<file path="config.mk">
export PLATFORM = sky130hd
export DESIGN_NAME = aux_adc_seq
export DESIGN_NICKNAME = d
export VERILOG_FILES = /design/src/rtl/aux_adc_pkg.sv /design/src/rtl/adcseq_arbiter.sv /design/src/rtl/adcseq_fsm.sv /design/src/rtl/adcseq_regs.sv /design/src/rtl/aux_adc_seq.sv
export SDC_FILE = /design/constraint.sdc
export NUM_CORES = 1
export LEC_CHECK = 0
export ABC_AREA = 1
export BUFFER_PORTS_ARGS = -buffer_cell sky130_fd_sc_hd__buf_2
export CORE_MARGIN = 5
export CORE_UTILIZATION = 65
export DETAILED_ROUTE_END_ITERATION = 8
export GPL_TIMING_DRIVEN = 0
export HOLD_SLACK_MARGIN = 0.02
export PLACE_DENSITY_LB_ADDON = 0.2
export SYNTH_ARGS = -nofsm -noshare
export SYNTH_HDL_FRONTEND = slang
export SYNTH_SLANG_ARGS = --single-unit
</file>
<file path="constraint.sdc">
create_clock -name clk -period 6.18 [get_ports clk]
set_input_delay 1.545 -clock clk [delete_from_list [all_inputs] [get_ports clk]]
set_output_delay 1.545 -clock clk [all_outputs]
set_load 0.02 [all_outputs]
</file>
<file path="src/rtl/aux_adc_pkg.sv">
package aux_adc_pkg;

    // Register byte offsets and field positions
    localparam int OFS_TRIG   = 'h04;
    localparam int OFS_STAT   = 'h10;
    localparam int OFS_DATA   = 'h14;
    localparam int OFS_PWR    = 'h94;
    localparam int RDY_BIT    = 12;
    localparam int PWR_BIT    = 14;
    localparam int BUSY_BIT   = 0;

    typedef enum logic [1:0] {
        SEQ_IDLE   = 2'd0,
        SEQ_LAUNCH = 2'd1,
        SEQ_WAIT   = 2'd2,
        SEQ_COMMIT = 2'd3
    } seq_state_e;

endpackage

</file>
<file path="src/rtl/adcseq_arbiter.sv">
module adcseq_arbiter #(
    parameter int NUM_CH = 16,
    parameter int CH_W   = $clog2(NUM_CH)
) (
    input  logic [NUM_CH-1:0] req,
    output logic              pick_vld,
    output logic [CH_W-1:0]   pick_ch
);

    // Fixed priority: scan from the top so the lowest set index wins.
    always_comb begin
        pick_vld = |req;
        pick_ch  = '0;
        for (int i = NUM_CH - 1; i >= 0; i--) begin
            if (req[i]) begin
                pick_ch = CH_W'(i);
            end
        end
    end

endmodule

</file>
<file path="src/rtl/adcseq_fsm.sv">
module adcseq_fsm
    import aux_adc_pkg::*;
#(
    parameter int NUM_CH = 16,
    parameter int CH_W   = $clog2(NUM_CH),
    parameter int DATA_W = 12
) (
    input  logic              clk,
    input  logic              rst_n,
    input  logic              pwr_en,
    input  logic [NUM_CH-1:0] req,
    input  logic              pick_vld,
    input  logic [CH_W-1:0]   pick_ch,
    output logic              grant_vld,
    output logic [CH_W-1:0]   grant_ch,
    output logic              conv_start,
    output logic [CH_W-1:0]   conv_ch,
    input  logic              conv_done,
    input  logic [DATA_W-1:0] conv_data,
    output logic              commit_we,
    output logic [CH_W-1:0]   commit_ch,
    output logic [DATA_W-1:0] commit_data,
    output logic              in_flight
);

    localparam logic [NUM_CH-1:0] ONE_HOT0 = NUM_CH'(1);

    seq_state_e state_q, state_d;
    logic [CH_W-1:0]   active_q;
    logic [DATA_W-1:0] result_q;

    // Next-state logic
    always_comb begin
        state_d = state_q;
        unique case (state_q)
            SEQ_IDLE:   if (pwr_en && pick_vld) state_d = SEQ_LAUNCH;  // grant
            SEQ_LAUNCH: state_d = SEQ_WAIT;                            // launched
            SEQ_WAIT:   if (conv_done) state_d = SEQ_COMMIT;           // done
            SEQ_COMMIT: state_d = SEQ_IDLE;                            // retire
            default:    state_d = SEQ_IDLE;
        endcase
    end

    // State register
    always_ff @(posedge clk or negedge rst_n) begin
        if (!rst_n) begin
            state_q <= SEQ_IDLE;
        end else begin
            state_q <= state_d;
        end
    end

    // Channel and result capture
    always_ff @(posedge clk or negedge rst_n) begin
        if (!rst_n) begin
            active_q <= '0;
            result_q <= '0;
        end else begin
            if (grant_vld) begin
                active_q <= pick_ch;
            end
            if (state_q == SEQ_WAIT && conv_done) begin
                result_q <= conv_data;
            end
        end
    end

    // Outputs
    always_comb begin
        grant_vld  = 1'b0;
        conv_start = 1'b0;
        commit_we  = 1'b0;
        unique case (state_q)
            SEQ_IDLE:   grant_vld  = pwr_en && pick_vld;
            SEQ_LAUNCH: conv_start = 1'b1;
            SEQ_WAIT:   ;
            SEQ_COMMIT: commit_we  = 1'b1;
            default:    ;
        endcase
    end

    assign grant_ch    = pick_ch;
    assign conv_ch     = active_q;
    assign commit_ch   = active_q;
    assign commit_data = result_q;
    assign in_flight   = (state_q != SEQ_IDLE);

    // a launch only follows a cycle with power enabled
    p_power_gate_r7: assert property (@(posedge clk) disable iff (!rst_n)
        conv_start |-> $past(pwr_en));

    // the launch pulse is one cycle wide
    p_start_pulse_r9: assert property (@(posedge clk) disable iff (!rst_n)
        conv_start |=> !conv_start);

    // a commit always follows a done from the converter
    p_commit_after_done_r9: assert property (@(posedge clk) disable iff (!rst_n)
        commit_we |-> $past(conv_done));

    // the granted channel is queued and no lower channel is queued
    p_lowest_first_r8: assert property (@(posedge clk) disable iff (!rst_n)
        grant_vld |-> (req[grant_ch] &&
                       ((req & ((ONE_HOT0 << grant_ch) - ONE_HOT0)) == '0)));

endmodule

</file>
<file path="src/rtl/adcseq_regs.sv">
module adcseq_regs
    import aux_adc_pkg::*;
#(
    parameter int NUM_CH = 16,
    parameter int CH_W   = $clog2(NUM_CH),
    parameter int DATA_W = 12,
    parameter int ADDR_W = 8,
    parameter int BUS_W  = 32
) (
    input  logic              clk,
    input  logic              rst_n,
    input  logic [ADDR_W-1:0] bus_addr,
    input  logic              bus_wr,
    input  logic [BUS_W-1:0]  bus_wdata,
    output logic [BUS_W-1:0]  bus_rdata,
    input  logic              busy,
    input  logic              grant_vld,
    input  logic [CH_W-1:0]   grant_ch,
    input  logic              commit_we,
    input  logic [CH_W-1:0]   commit_ch,
    input  logic [DATA_W-1:0] commit_data,
    output logic [NUM_CH-1:0] pend,
    output logic              pwr_en
);

    localparam logic [ADDR_W-1:0] A_TRIG = ADDR_W'(OFS_TRIG);
    localparam logic [ADDR_W-1:0] A_STAT = ADDR_W'(OFS_STAT);
    localparam logic [ADDR_W-1:0] A_PWR  = ADDR_W'(OFS_PWR);

    logic [NUM_CH-1:0]             trig_q, trig_d, rise, fall;
    logic [NUM_CH-1:0]             pend_q, live_q, rdy_q, hit, take;
    logic [NUM_CH-1:0][DATA_W-1:0] res_q;
    logic                          pwr_q;
    logic                          trig_wr, pwr_wr;

    assign trig_wr = bus_wr && (bus_addr == A_TRIG);
    assign pwr_wr  = bus_wr && (bus_addr == A_PWR);

    always_comb begin
        trig_d = trig_wr ? bus_wdata[NUM_CH-1:0] : trig_q;
        rise   = trig_d & ~trig_q;
        fall   = trig_q & ~trig_d;
        for (int n = 0; n < NUM_CH; n++) begin
            hit[n]  = grant_vld && (grant_ch == CH_W'(n));
            take[n] = commit_we && (commit_ch == CH_W'(n)) && live_q[n] && trig_d[n];
        end
    end

    always_ff @(posedge clk or negedge rst_n) begin
        if (!rst_n) begin
            trig_q <= '0;
            pwr_q  <= 1'b0;
            pend_q <= '0;
            live_q <= '0;
            rdy_q  <= '0;
            res_q  <= '0;
        end else begin
            trig_q <= trig_d;
            if (pwr_wr) begin
                pwr_q <= bus_wdata[PWR_BIT];
            end
            for (int n = 0; n < NUM_CH; n++) begin
                // queued request: set on rise, removed by launch or withdrawal
                if (rise[n]) begin
                    pend_q[n] <= 1'b1;
                end else if (fall[n] || hit[n]) begin
                    pend_q[n] <= 1'b0;
                end
                // conversion in flight still owned by the current trigger
                if (fall[n]) begin
                    live_q[n] <= 1'b0;
                end else if (hit[n]) begin
                    live_q[n] <= 1'b1;
                end else if (commit_we && commit_ch == CH_W'(n)) begin
                    live_q[n] <= 1'b0;
                end
                // ready flag and result field
                if (!trig_d[n]) begin
                    rdy_q[n] <= 1'b0;
                end else if (take[n]) begin
                    rdy_q[n] <= 1'b1;
                end
                if (take[n]) begin
                    res_q[n] <= commit_data;
                end
            end
        end
    end

    // Read mux; unmapped offsets return zero
    always_comb begin
        bus_rdata = '0;
        if (bus_addr == A_TRIG) begin
            bus_rdata[NUM_CH-1:0] = trig_q;
        end else if (bus_addr == A_STAT) begin
            bus_rdata[BUSY_BIT] = busy;
        end else if (bus_addr == A_PWR) begin
            bus_rdata[PWR_BIT] = pwr_q;
        end else begin
            for (int n = 0; n < NUM_CH; n++) begin
                if (bus_addr == ADDR_W'(OFS_DATA + 4 * n)) begin
                    bus_rdata[DATA_W-1:0] = res_q[n];
                    bus_rdata[RDY_BIT]    = rdy_q[n];
                end
            end
        end
    end

    assign pend   = pend_q;
    assign pwr_en = pwr_q;

    for (genvar g = 0; g < NUM_CH; g++) begin : g_chk
        // writing zero to a trigger bit clears that channel's ready flag
        p_clear_ready_r4: assert property (@(posedge clk) disable iff (!rst_n)
            (trig_wr && !bus_wdata[g]) |=> !rdy_q[g]);

        // ready rises only on a commit to this channel
        p_ready_rise_r5: assert property (@(posedge clk) disable iff (!rst_n)
            $rose(rdy_q[g]) |-> $past(commit_we && commit_ch == CH_W'(g)));

        // the result field changes only on a commit to this channel
        p_data_hold_r3: assert property (@(posedge clk) disable iff (!rst_n)
            !(commit_we && commit_ch == CH_W'(g)) |=> $stable(res_q[g]));

        // a queued request survives unless launched or withdrawn
        p_no_drop_r8: assert property (@(posedge clk) disable iff (!rst_n)
            (pend_q[g] && trig_d[g] && !hit[g]) |=> pend_q[g]);
    end

endmodule

</file>
<file path="src/rtl/aux_adc_seq.sv">
module aux_adc_seq
    import aux_adc_pkg::*;
#(
    parameter int NUM_CH = 16,
    parameter int DATA_W = 12,
    parameter int ADDR_W = 8,
    parameter int BUS_W  = 32,
    parameter int CH_W   = $clog2(NUM_CH)
) (
    input  logic              clk,
    input  logic              rst_n,
    input  logic [ADDR_W-1:0] bus_addr,
    input  logic              bus_wr,
    input  logic [BUS_W-1:0]  bus_wdata,
    output logic [BUS_W-1:0]  bus_rdata,
    output logic              conv_start,
    output logic [CH_W-1:0]   conv_ch,
    input  logic              conv_done,
    input  logic [DATA_W-1:0] conv_data
);

    logic [NUM_CH-1:0] pend;
    logic              pwr_en, busy, in_flight;
    logic              pick_vld, grant_vld, commit_we;
    logic [CH_W-1:0]   pick_ch, grant_ch, commit_ch;
    logic [DATA_W-1:0] commit_data;

    assign busy = (|pend) || in_flight;

    adcseq_regs #(
        .NUM_CH (NUM_CH),
        .CH_W   (CH_W),
        .DATA_W (DATA_W),
        .ADDR_W (ADDR_W),
        .BUS_W  (BUS_W)
    ) u_regs (
        .clk         (clk),
        .rst_n       (rst_n),
        .bus_addr    (bus_addr),
        .bus_wr      (bus_wr),
        .bus_wdata   (bus_wdata),
        .bus_rdata   (bus_rdata),
        .busy        (busy),
        .grant_vld   (grant_vld),
        .grant_ch    (grant_ch),
        .commit_we   (commit_we),
        .commit_ch   (commit_ch),
        .commit_data (commit_data),
        .pend        (pend),
        .pwr_en      (pwr_en)
    );

    adcseq_arbiter #(
        .NUM_CH (NUM_CH),
        .CH_W   (CH_W)
    ) u_arb (
        .req      (pend),
        .pick_vld (pick_vld),
        .pick_ch  (pick_ch)
    );

    adcseq_fsm #(
        .NUM_CH (NUM_CH),
        .CH_W   (CH_W),
        .DATA_W (DATA_W)
    ) u_fsm (
        .clk         (clk),
        .rst_n       (rst_n),
        .pwr_en      (pwr_en),
        .req         (pend),
        .pick_vld    (pick_vld),
        .pick_ch     (pick_ch),
        .grant_vld   (grant_vld),
        .grant_ch    (grant_ch),
        .conv_start  (conv_start),
        .conv_ch     (conv_ch),
        .conv_done   (conv_done),
        .conv_data   (conv_data),
        .commit_we   (commit_we),
        .commit_ch   (commit_ch),
        .commit_data (commit_data),
        .in_flight   (in_flight)
    );

    // a launch is always reported as busy
    p_busy_on_start_r6: assert property (@(posedge clk) disable iff (!rst_n)
        conv_start |-> busy);

    // power off blocks any new grant
    p_no_grant_unpowered_r7: assert property (@(posedge clk) disable iff (!rst_n)
        !pwr_en |-> !grant_vld);

endmodule

</file>
# After elaboration in Yosys (flattened, before gate mapping)
# Cells that the tools add are included.
# word_totals
reg_bits,275
latchBits,0
ram_bits,0
romBits,0
output_inout_bits,37
wordCells,426
n_memories,0
# op_classes
add_sub_neg,0
n_mul,0
n_div,0
order_cmp,0
n_eq_ne,70
shifts,0
muxes,160
bitwise,4
reduce_logical,123
# ops
operator,n
$mux W13,18
$mux W1,121
$logic_and A1 B1 Y1,68
$eq A4 B4 Y1 const B,16
$eq A8 B6 Y1 const B,8
$mux W4,16
$reduce_bool A3 Y1,16
$eq A8 B7 Y1 const B,5
$ne A2 B2 Y1 const B,17
$reduce_bool A2 Y1,17
$and A16 B16 Y16,2
$eq A4 B3 Y1 const B,8
$eq A8 B5 Y1 const B,4
$not A16 Y16,2
$logic_or A1 B1 Y1,17
$eq A4 B2 Y1 const B,4
$mux W16,1
$reduce_or A16 Y1,1
$mux W12,1
$eq A4 B1 Y1 const B,2
$eq A8 B3 Y1 const B,1
$eq A8 B8 Y1 const B,1
$logic_not A4 Y1,2
$pmux W2 S4,1
6 further kinds,8

# Longest topological paths before layout
# Gate-level depths: netlist (run 1).
# logic_depth
word_depth,21
ltp_mapped,20
depth_no_buf,20

# By module
# From an unflattened synthesis (run 1), not the netlist that was laid out.
# hier_totals
hier_cells,1679
area_unflattened_um2,13520.5
# modules_own_cells
mod,n_inst,cells_per_inst,area_per_inst_um2
adcseq_regs,1,1514,12373.1
adcseq_fsm,1,102,880.8
adcseq_arbiter,1,49,209.0
aux_adc_seq,1,14,57.6

# Worst setup path before layout (run 1)
# Ideal clock, no wire load.
# synth_timing
kind,input port to output port
from,input port bus_addr[6]
to,output port bus_rdata[0]
arrival_ns,3.124
required_ns,4.635
path_slack_ns,1.511
stages,15
path_buffers,0
cell_sequence,inv_1 > nand2_2 > nor2_1 > inv_1 > nor2_2 > inv_1 > or2_2 > nand2_1 > nand4_1 > nand2_1 > nand3_1 > nand2_1 > nand2_1 > nand2_1 > nand3_1
# synth_between
elab_chain_cells,20
elab_cells_between_ends,38
classes_between,eq/ne: 19; mux: 19
# synth_rtl
element,line,source
"start, declared",aux_adc_seq.sv:12,"input logic [ADDR_W-1:0] bus_addr,"
$eq A8 B5 Y1,adcseq_regs.sv:101,if (bus_addr == ADDR_W'(OFS_DATA + 4 * n)) begin
$mux W13 (16 in a row),adcseq_regs.sv:101,
$mux W13,adcseq_regs.sv:97,end else if (bus_addr == A_PWR) begin
$mux W1,adcseq_regs.sv:95,end else if (bus_addr == A_STAT) begin
$mux W13 *,adcseq_regs.sv:93,if (bus_addr == A_TRIG) begin
"end, declared",aux_adc_seq.sv:15,"output logic [BUS_W-1:0] bus_rdata,"
# Every way passes the cells marked *; elsewhere a longest branch is shown, timed or not.

# Worst setup path in the final report (run 1)
# layout_timing
from,input port bus_addr[6]
to,output port bus_rdata[8]
# layout_between
elab_chain_cells,20
elab_cells_between_ends,38
classes_between,eq/ne: 19; mux: 19
# layout_rtl
element,line
$eq A8 B5 Y1,adcseq_regs.sv:101
$mux W13 (16 in a row),adcseq_regs.sv:101
$mux W13,adcseq_regs.sv:97
$mux W12,adcseq_regs.sv:95
$mux W13 *,adcseq_regs.sv:93
# Marked as above.

==> impl_metrics.prom, run 1 <==
# TYPE chip_impl_metric gauge
chip_impl_metric{name="timing_worst_slew_pin_value",unit="ns"} 1.071
chip_impl_metric{name="grt_overflow",unit=""} 0
chip_impl_info{name="rsz0062_at_grt",value="no"} 1
chip_impl_metric{name="start_util",unit="%"} 65.96
chip_impl_metric{name="mappedNetlistArea",unit="µm²"} 13300
chip_impl_metric{name="final.setup.tns",unit="ns"} 0
chip_impl_metric{name="slew_headroom",unit="%"} 28.18
chip_impl_info{name="crit_path_end",value="bus_rdata[8]"} 1
chip_impl_metric{name="clkSinkCount",unit=""} 275
chip_impl_info{name="crit_path_cell_trace",value="buf_2 > inv_1 > nand2_2 > nor2_1 > inv_1 > nor2_2 > inv_1 > or2_2 > nand2_1 > nand4_1 > nor3_1 > nand4_1 > nand2_1 > nand2_1 > buf_2"} 1
chip_impl_info{name="tritoncts",value="yes"} 1
chip_impl_metric{name="drt_iter0_drc",unit=""} 1073
chip_impl_metric{name="clock_insertion_delay_worst_skew",unit="ns"} 0.56
chip_impl_info{name="hold_class",value="register to register"} 1
chip_impl_metric{name="layout.filler_cells",unit=""} 1490
chip_impl_metric{name="postCtsHoldBufs",unit=""} 0
chip_impl_metric{name="min_path_cells",unit=""} 2
chip_impl_metric{name="final.setup_skew",unit="ns"} 0.01438
chip_impl_metric{name="postRouteAntennaNets",unit=""} 0
chip_impl_metric{name="report.final.slew_viol_count",unit=""} 0
chip_impl_metric{name="ys.warnings.count",unit=""} 0
chip_impl_metric{name="leakage",unit="nW"} 7.279
chip_impl_info{name="synth.largest_area_cell",value="dfrtp_1"} 1
chip_impl_metric{name="fin_worst_hold_slack",unit="ns"} 0.4822
chip_impl_metric{name="ff2ff_path_depth",unit=""} 8
chip_impl_metric{name="final.period_utilization",unit="%"} 97.24
chip_impl_metric{name="max_clock_freq",unit="GHz"} 0.1664
chip_impl_metric{name="cp_data_arrival_time",unit="ns"} 4.46
chip_impl_metric{name="regToRegSetupSlack",unit="ns"} 3.56
chip_impl_metric{name="grt_pass1_wl",unit="µm"} 59510
chip_impl_metric{name="finish.utilization",unit="%"} 74.79
chip_impl_metric{name="post_synth_num_cell_types",unit=""} 42
chip_impl_metric{name="worst_path_max_stage_delay",unit="ns"} 0.50
chip_impl_metric{name="setup-violations-final",unit=""} 0
chip_impl_metric{name="cts.path.max_buffers",unit=""} 3
chip_impl_metric{name="finalCriticalPeriod",unit="ns"} 6.010
chip_impl_metric{name="worst-path-max-fanout",unit=""} 6
chip_impl_metric{name="vias",unit=""} 11542
chip_impl_metric{name="ys_seq_elements",unit=""} 275
chip_impl_metric{name="ys_seq_area_share",unit="%"} 51.73
chip_impl_metric{name="grt_pass1_vias",unit=""} 11155
chip_impl_metric{name="ir_worst_vdd",unit="µV"} 239.9
chip_impl_metric{name="final_net_count",unit=""} 1742
chip_impl_info{name="critPathCaptureType",value="output pin"} 1
chip_impl_metric{name="tritoncts.num_buffers",unit=""} 28
chip_impl_info{name="cpMaxStageDelayCell",value="nor3_1"} 1
chip_impl_metric{name="postCtsSetupBuffers",unit=""} 0
chip_impl_metric{name="antenna_found_initial",unit=""} 0
chip_impl_metric{name="via_per_inst",unit=""} 5.850
chip_impl_metric{name="async_reset_ff_share",unit="%"} 100.0
chip_impl_metric{name="antenna-diode-count",unit=""} 0
chip_impl_metric{name="grt_start_max_net_pins",unit=""} 128
chip_impl_metric{name="global_route.usage.total",unit="%"} 31.97
chip_impl_info{name="timing.critical_path.from_type",value="input port"} 1
chip_impl_metric{name="globalplace.congestion",unit=""} 0.9197
chip_impl_metric{name="fp.dieArea",unit="µm²"} 23430
chip_impl_metric{name="die-width",unit="µm"} 153.1
chip_impl_info{name="run_status",value="completed"} 1
chip_impl_metric{name="drt_wl_total",unit="µm"} 37490
chip_impl_info{name="dominant_synthesized_flop_cell",value="dfrtp_1"} 1
chip_impl_metric{name="avg_synthesized_cell_area",unit="µm²"} 8.452
chip_impl_metric{name="number_of_enable_type_register_cells_in_the_synthesized_netlist",unit=""} 0
chip_impl_metric{name="place_hpwl",unit="µm"} 26900
chip_impl_info{name="r2r-end",value="u_regs.res_q[105]"} 1
chip_impl_info{name="path_class",value="input port to output pin"} 1
chip_impl_metric{name="layout_cell_share_with_drive_strength_beyond_1",unit="%"} 15.91
chip_impl_metric{name="drt_pass1_iterations",unit=""} 5
chip_impl_metric{name="wire_per_inst",unit="µm"} 19.00
chip_impl_metric{name="syn-instance-count",unit=""} 1574
chip_impl_metric{name="ios",unit=""} 93
chip_impl_metric{name="timing.critical_path.required",unit="ns"} 4.64
chip_impl_metric{name="drv.max_cap_violation_count",unit=""} 0
chip_impl_metric{name="floorplan.rows",unit=""} 52
chip_impl_info{name="synth_most_common_cell",value="nand2_1"} 1
chip_impl_metric{name="floorplan.core_area",unit="µm²"} 20170
chip_impl_metric{name="remaining_drc_errors",unit=""} 0
chip_impl_info{name="leading_cell_types_by_count_after_synthesis",value="nand2_1 (484), dfrtp_1 (275), inv_1 (136), nor2_1 (97), o21ai_1 (97)"} 1
chip_impl_metric{name="clk_pin_slew",unit="ns"} 0.06
chip_impl_metric{name="timing_hold_violations_final",unit=""} 0
chip_impl_info{name="clock_tree.root_cell",value="clkbuf_16"} 1
chip_impl_metric{name="power_per_standard_cell_area",unit="nW/µm²"} 317.0
chip_impl_metric{name="post_cts_resize_count",unit=""} 0
chip_impl_info{name="cp-startpoint",value="bus_addr[6]"} 1
chip_impl_info{name="crit-reg2reg-launch",value="u_fsm.state_q[0]"} 1
chip_impl_metric{name="flow.area_growth_from_synthesis",unit="%"} 13.38
chip_impl_metric{name="synth.top_cell.area_share",unit="%"} 51.73
chip_impl_metric{name="floorplan.die.height",unit="µm"} 153.1
chip_impl_metric{name="buffer_ports.inserted",unit=""} 60
chip_impl_info{name="post_synth_main_area_contributors",value="dfrtp_1 (52%), nand2_1 (14%), inv_1 (3.8%)"} 1
chip_impl_metric{name="cts-htree-levels",unit=""} 1
worst min path at each step:
stage / start / to / slack, ns
after global placement: u_regs.res_q[127] / u_regs.res_q[127] / 0.46
after floorplan: u_regs.rdy_q[15] / u_regs.rdy_q[15] / 0.44
final: u_regs.rdy_q[14] / u_regs.rdy_q[14] / 0.48
after CTS: u_regs.res_q[190] / u_regs.res_q[190] / 0.48
after detailed placement: u_regs.res_q[127] / u_regs.res_q[127] / 0.46
after global routing: u_regs.res_q[127] / u_regs.res_q[127] / 0.50
state kept, by name (all words and copies together) (netlist names):
| register | cells |
|---|---|
| u_fsm.commit_ch | 4 |
| u_fsm.commit_data | 12 |
| u_fsm.state_q | 2 |
| u_regs.live_q | 16 |
| u_regs.pend | 16 |
| u_regs.pwr_en | 1 |
| u_regs.rdy_q | 16 |
| u_regs.res_q | 192 |
| u_regs.trig_q | 16 |
where the power goes:
group          total [mW]  internal, mW  leakage [nW]  switching [mW]
clock network        1.84          1.13         0.502           0.710
logic               0.818         0.195          3.24           0.623
registers            2.12          2.00          3.54           0.122
total                4.78          3.33          7.28            1.45
layout make-up:
class,count,area [µm²],share of cell area (%)
multi-input combinational,1093,5406,35.84
clock buffer,45,874.6,5.798
tap,270,337.8,2.240
inverter,138,518.0,3.434
clock inverter,7,146.4,0.9705
buffer,83,554.3,3.675
timing repair buffer,62,365.4,2.422
sequential,275,6882,45.62
critical path: cells and delay by family:
family | cells | cell delay [ns]
AND/OR/NAND/NOR | 10 | 2.21
buffers and inverters | 5 | 0.69
per-stage QoR:
stage,cell area [µm²],setup slack [ns],power [mW],instances
final,15080,0.1704,4.783,1973
after global routing,15080,0.1005,4.965,1973
after CTS,15080,0.3090,4.779,1973
after detailed placement,14060,0.3630,2.959,1921
after global placement,14000,-1.395,2.925,1919
after floorplan,13360,1.511,2.618,1589
cell families after synthesis:
group	synth area share, %
AND/OR/NAND/NOR	26.46
AO/OA/AOI/OAI	13.17
buffers and inverters	8.060
adder cells (fa/ha/maj)	0.4702
flip-flops	51.73
other	0.02819
multiplexers	0.08464
layout by cell type (no fill, tap or decap), types with 13 or more instances in the layout:
| cell type | instances |
|---|---|
| nand4_1 | 44 |
| inv_1 | 136 |
| buf_2 | 79 |
| nor3_1 | 13 |
| or2_2 | 26 |
| clkbuf_16 | 28 |
| a21oi_1 | 47 |
| buf_6 | 19 |
| nand3_1 | 73 |
| clkbuf_1 | 29 |
| o21ai_2 | 33 |
| conb_1 | 16 |
| o21ai_0 | 87 |
| o21ai_1 | 97 |
| buf_4 | 20 |
| nor2_1 | 97 |
| nand2_1 | 484 |
| dfrtp_1 | 275 |
layer usage:
layer  track usage [%]  vias up  part of all wire [%]
li1                  -     5291                     -
met1             42.32     5602                    39
met2             52.20      540                    47
met3             5.146      109                   7.7
met4             14.85        0                   5.6
met5                 0        -                     0
Power figures use the tool's default switching activity.
==> run 2: changes to the inputs <==
--- a/config.mk
+++ b/config.mk
@@ -12,7 +12,7 @@
 export DETAILED_ROUTE_END_ITERATION = 8
 export GPL_TIMING_DRIVEN = 0
 export HOLD_SLACK_MARGIN = 0.02
-export PLACE_DENSITY_LB_ADDON = 0.2
+export PLACE_DENSITY = 0.85
 export SYNTH_ARGS = -nofsm -noshare
 export SYNTH_HDL_FRONTEND = slang
 export SYNTH_SLANG_ARGS = --single-unit
==> constraint.sdc (replaced) <==
create_clock -name clk -period 6.18 [get_ports clk]
set_input_delay 1.545 -clock clk [delete_from_list [all_inputs] [get_ports clk]]
set_output_delay 1.545 -clock clk [all_outputs]
set_load 0.005 [all_outputs]
==> run 2 against run 1 <==
Effect of this change: count of clock-buffer cells in the layout is 2 lower; via count grew 2.0%; worst setup slack improved by 0.086 ns; die area unchanged; first-iteration DRC count increased by 28%; critical endpoint unchanged.
==> impl_metrics.prom, run 2 (synthesis results as in run 1) <==
# TYPE chip_impl_metric gauge
chip_impl_info{name="run_status",value="completed"} 1
chip_impl_metric{name="post_cts_resize_count",unit=""} 0
chip_impl_metric{name="antenna-diode-count",unit=""} 0
chip_impl_metric{name="largest_register_ffs",unit=""} 192
chip_impl_info{name="rsz0062_at_grt",value="no"} 1
chip_impl_info{name="crit_path_cell_trace",value="buf_2 > inv_1 > nand2_2 > nor2_1 > inv_1 > nor2_2 > inv_1 > or2_2 > nand2_1 > nand4_1 > nor3_1 > nand4_1 > nand2_1 > nand2_1 > buf_2"} 1
chip_impl_metric{name="grt_pass1_wl",unit="µm"} 60510
chip_impl_metric{name="crit_buf_inv",unit=""} 5
chip_impl_metric{name="flow.area_growth_from_synthesis",unit="%"} 12.52
chip_impl_metric{name="timing.critical_path.required",unit="ns"} 4.64
chip_impl_metric{name="setup-violations-final",unit=""} 0
chip_impl_metric{name="start_util",unit="%"} 65.96
chip_impl_metric{name="floorplan.core_area",unit="µm²"} 20170
chip_impl_metric{name="global_route.usage.total",unit="%"} 32.39
chip_impl_metric{name="finalCriticalPeriod",unit="ns"} 5.924
chip_impl_metric{name="worst_path_max_stage_delay",unit="ns"} 0.51
chip_impl_metric{name="max_clock_freq",unit="GHz"} 0.1688
chip_impl_info{name="layout_commonest_cell",value="nand2_1"} 1
chip_impl_metric{name="power_per_standard_cell_area",unit="nW/µm²"} 308.4
chip_impl_metric{name="fp.dieArea",unit="µm²"} 23430
chip_impl_metric{name="ff2ff_path_depth",unit=""} 8
chip_impl_info{name="worstHoldStart",value="u_regs.res_q[182]"} 1
chip_impl_metric{name="timing_hold_violations_final",unit=""} 0
chip_impl_metric{name="final_net_count",unit=""} 1743
chip_impl_metric{name="floorplan.rows",unit=""} 52
chip_impl_metric{name="drt_pass1_iterations",unit=""} 6
chip_impl_metric{name="timing_worst_slew_pin_value",unit="ns"} 1.039
chip_impl_info{name="timing.critical_path.from_type",value="input port"} 1
chip_impl_info{name="path_class",value="input port to output pin"} 1
chip_impl_info{name="hold_class",value="register to register"} 1
chip_impl_metric{name="drv.max_cap_violation_count",unit=""} 0
chip_impl_info{name="clock_tree.root_cell",value="clkbuf_16"} 1
chip_impl_metric{name="clk_pin_slew",unit="ns"} 0.06
chip_impl_metric{name="postCtsSetupBuffers",unit=""} 0
chip_impl_metric{name="final.period_utilization",unit="%"} 95.85
chip_impl_metric{name="place_hpwl",unit="µm"} 26800
chip_impl_metric{name="globalplace.congestion",unit=""} 0.9647
chip_impl_metric{name="postRouteAntennaNets",unit=""} 0
chip_impl_metric{name="layout_cell_share_with_drive_strength_beyond_1",unit="%"} 15.66
chip_impl_metric{name="ir_worst_vdd",unit="µV"} 299.1
chip_impl_metric{name="drt_wl_total",unit="µm"} 38610
chip_impl_metric{name="grt_pass1_vias",unit=""} 11189
chip_impl_info{name="final_cell_mix",value="nand2_1 (484), dfrtp_1 (275), inv_1 (136)"} 1
chip_impl_metric{name="finish.utilization",unit="%"} 74.22
chip_impl_metric{name="via_per_inst",unit=""} 5.977
chip_impl_metric{name="ios",unit=""} 93
chip_impl_metric{name="wire_per_inst",unit="µm"} 19.61
chip_impl_info{name="critPathCaptureType",value="output pin"} 1
chip_impl_info{name="tritoncts",value="yes"} 1
chip_impl_info{name="hold_path_end",value="u_regs.res_q[182]"} 1
chip_impl_metric{name="leakage",unit="nW"} 7.224
chip_impl_metric{name="drt_iter0_drc",unit=""} 1371
chip_impl_metric{name="place_area",unit="µm²"} 14060
chip_impl_metric{name="vias",unit=""} 11768
chip_impl_metric{name="clkSinkCount",unit=""} 275
chip_impl_metric{name="grt_overflow",unit=""} 0
chip_impl_metric{name="cts.path.max_buffers",unit=""} 3
chip_impl_metric{name="worst-path-max-fanout",unit=""} 6
chip_impl_metric{name="final.setup.tns",unit="ns"} 0
chip_impl_info{name="largest_register",value="u_regs.res_q"} 1
chip_impl_info{name="critPathTopFamily",value="simple AND/OR/NAND/NOR gates"} 1
chip_impl_metric{name="cp_data_arrival_time",unit="ns"} 4.38
chip_impl_metric{name="regToRegSetupSlack",unit="ns"} 3.59
chip_impl_metric{name="min_path_cells",unit=""} 2
chip_impl_metric{name="finalInstanceArea",unit="µm²"} 14970
chip_impl_info{name="cpMaxStageDelayCell",value="nor3_1"} 1
chip_impl_metric{name="final.setup_skew",unit="ns"} 0.01655
chip_impl_metric{name="slew_headroom",unit="%"} 30.38
chip_impl_info{name="crit-reg2reg-launch",value="u_fsm.state_q[1]"} 1
chip_impl_metric{name="report.final.slew_viol_count",unit=""} 0
chip_impl_metric{name="cts-htree-levels",unit=""} 1
chip_impl_metric{name="clock_insertion_delay_worst_skew",unit="ns"} 0.55
chip_impl_metric{name="grt_start_max_net_pins",unit=""} 124
chip_impl_metric{name="fin_worst_hold_slack",unit="ns"} 0.4784
chip_impl_metric{name="tritoncts.num_buffers",unit=""} 29
chip_impl_info{name="r2r-end",value="u_regs.res_q[100]"} 1
chip_impl_metric{name="die-width",unit="µm"} 153.1
chip_impl_metric{name="buffer_ports.inserted",unit=""} 60
chip_impl_metric{name="postCtsHoldBufs",unit=""} 0
chip_impl_metric{name="remaining_drc_errors",unit=""} 0
chip_impl_metric{name="floorplan.die.height",unit="µm"} 153.1
chip_impl_metric{name="antenna_found_initial",unit=""} 0
run 2: layout make-up:
cell class	instances	area (µm²)
flip-flops and latches	275	6882
clock buffers	43	848.3
plain buffers	83	554.3
well taps	270	337.8
clock inverters	5	57.56
repair buffers	62	365.4
fillers	1475	5200
inverters	138	518.0
multi-input cells	1093	5406
run 2: worst reg2reg max path: stages, from the launching register on:
cell and delay, ns:
dfrtp_1 0.39, ha_1 0.16, buf_2 0.23, inv_1 0.08
nor3_2 0.83, nand4_4 0.32, buf_2 0.29, nand2_1 0.08
o21ai_1 0.07
run 2: report_power, final:
group	switching [mW]	internal, mW
registers	0.131	2.00
clock network	0.702	0.981
logic	0.606	0.195
total	1.44	3.18
run 2: per-stage QoR:
step,setup slack (ns),power [mW],instances
2_1_floorplan,1.611,2.600,1589
3_3_place_gp,-1.381,2.896,1919
3_5_place_dp,0.4901,2.938,1921
4_1_cts,0.4499,4.605,1969
5_1_grt,0.1862,4.785,1969
6_report,0.2564,4.616,1969
run 2: how the worst max path moves through the flow:
| stage | startpoint | to | slack (ns) | depth (start not counted) |
|---|---|---|---|---|
| CTS | bus_addr[6] | bus_rdata[8] | 0.45 | 15 |
| detailed placement | bus_addr[6] | bus_rdata[8] | 0.49 | 15 |
| floorplan | bus_addr[6] | bus_rdata[8] | 1.61 | 13 |
| finish | bus_addr[6] | bus_rdata[8] | 0.26 | 15 |
| global route | bus_addr[7] | bus_rdata[8] | 0.19 | 15 |
| global placement | rst_n | u_regs.res_q[90] | -1.38 | 1 |
run 2: per-layer routing:
layer  share of wire, %  up-vias  wire length, µm  track usage (%)
li1                   -     5293                -                -
met1                 38     5660            14770            43.71
met2                 48      690            18520            52.81
met3                9.2      125             3534            5.230
met4                4.6        0             1792            13.32
met5                  0        -                0                0
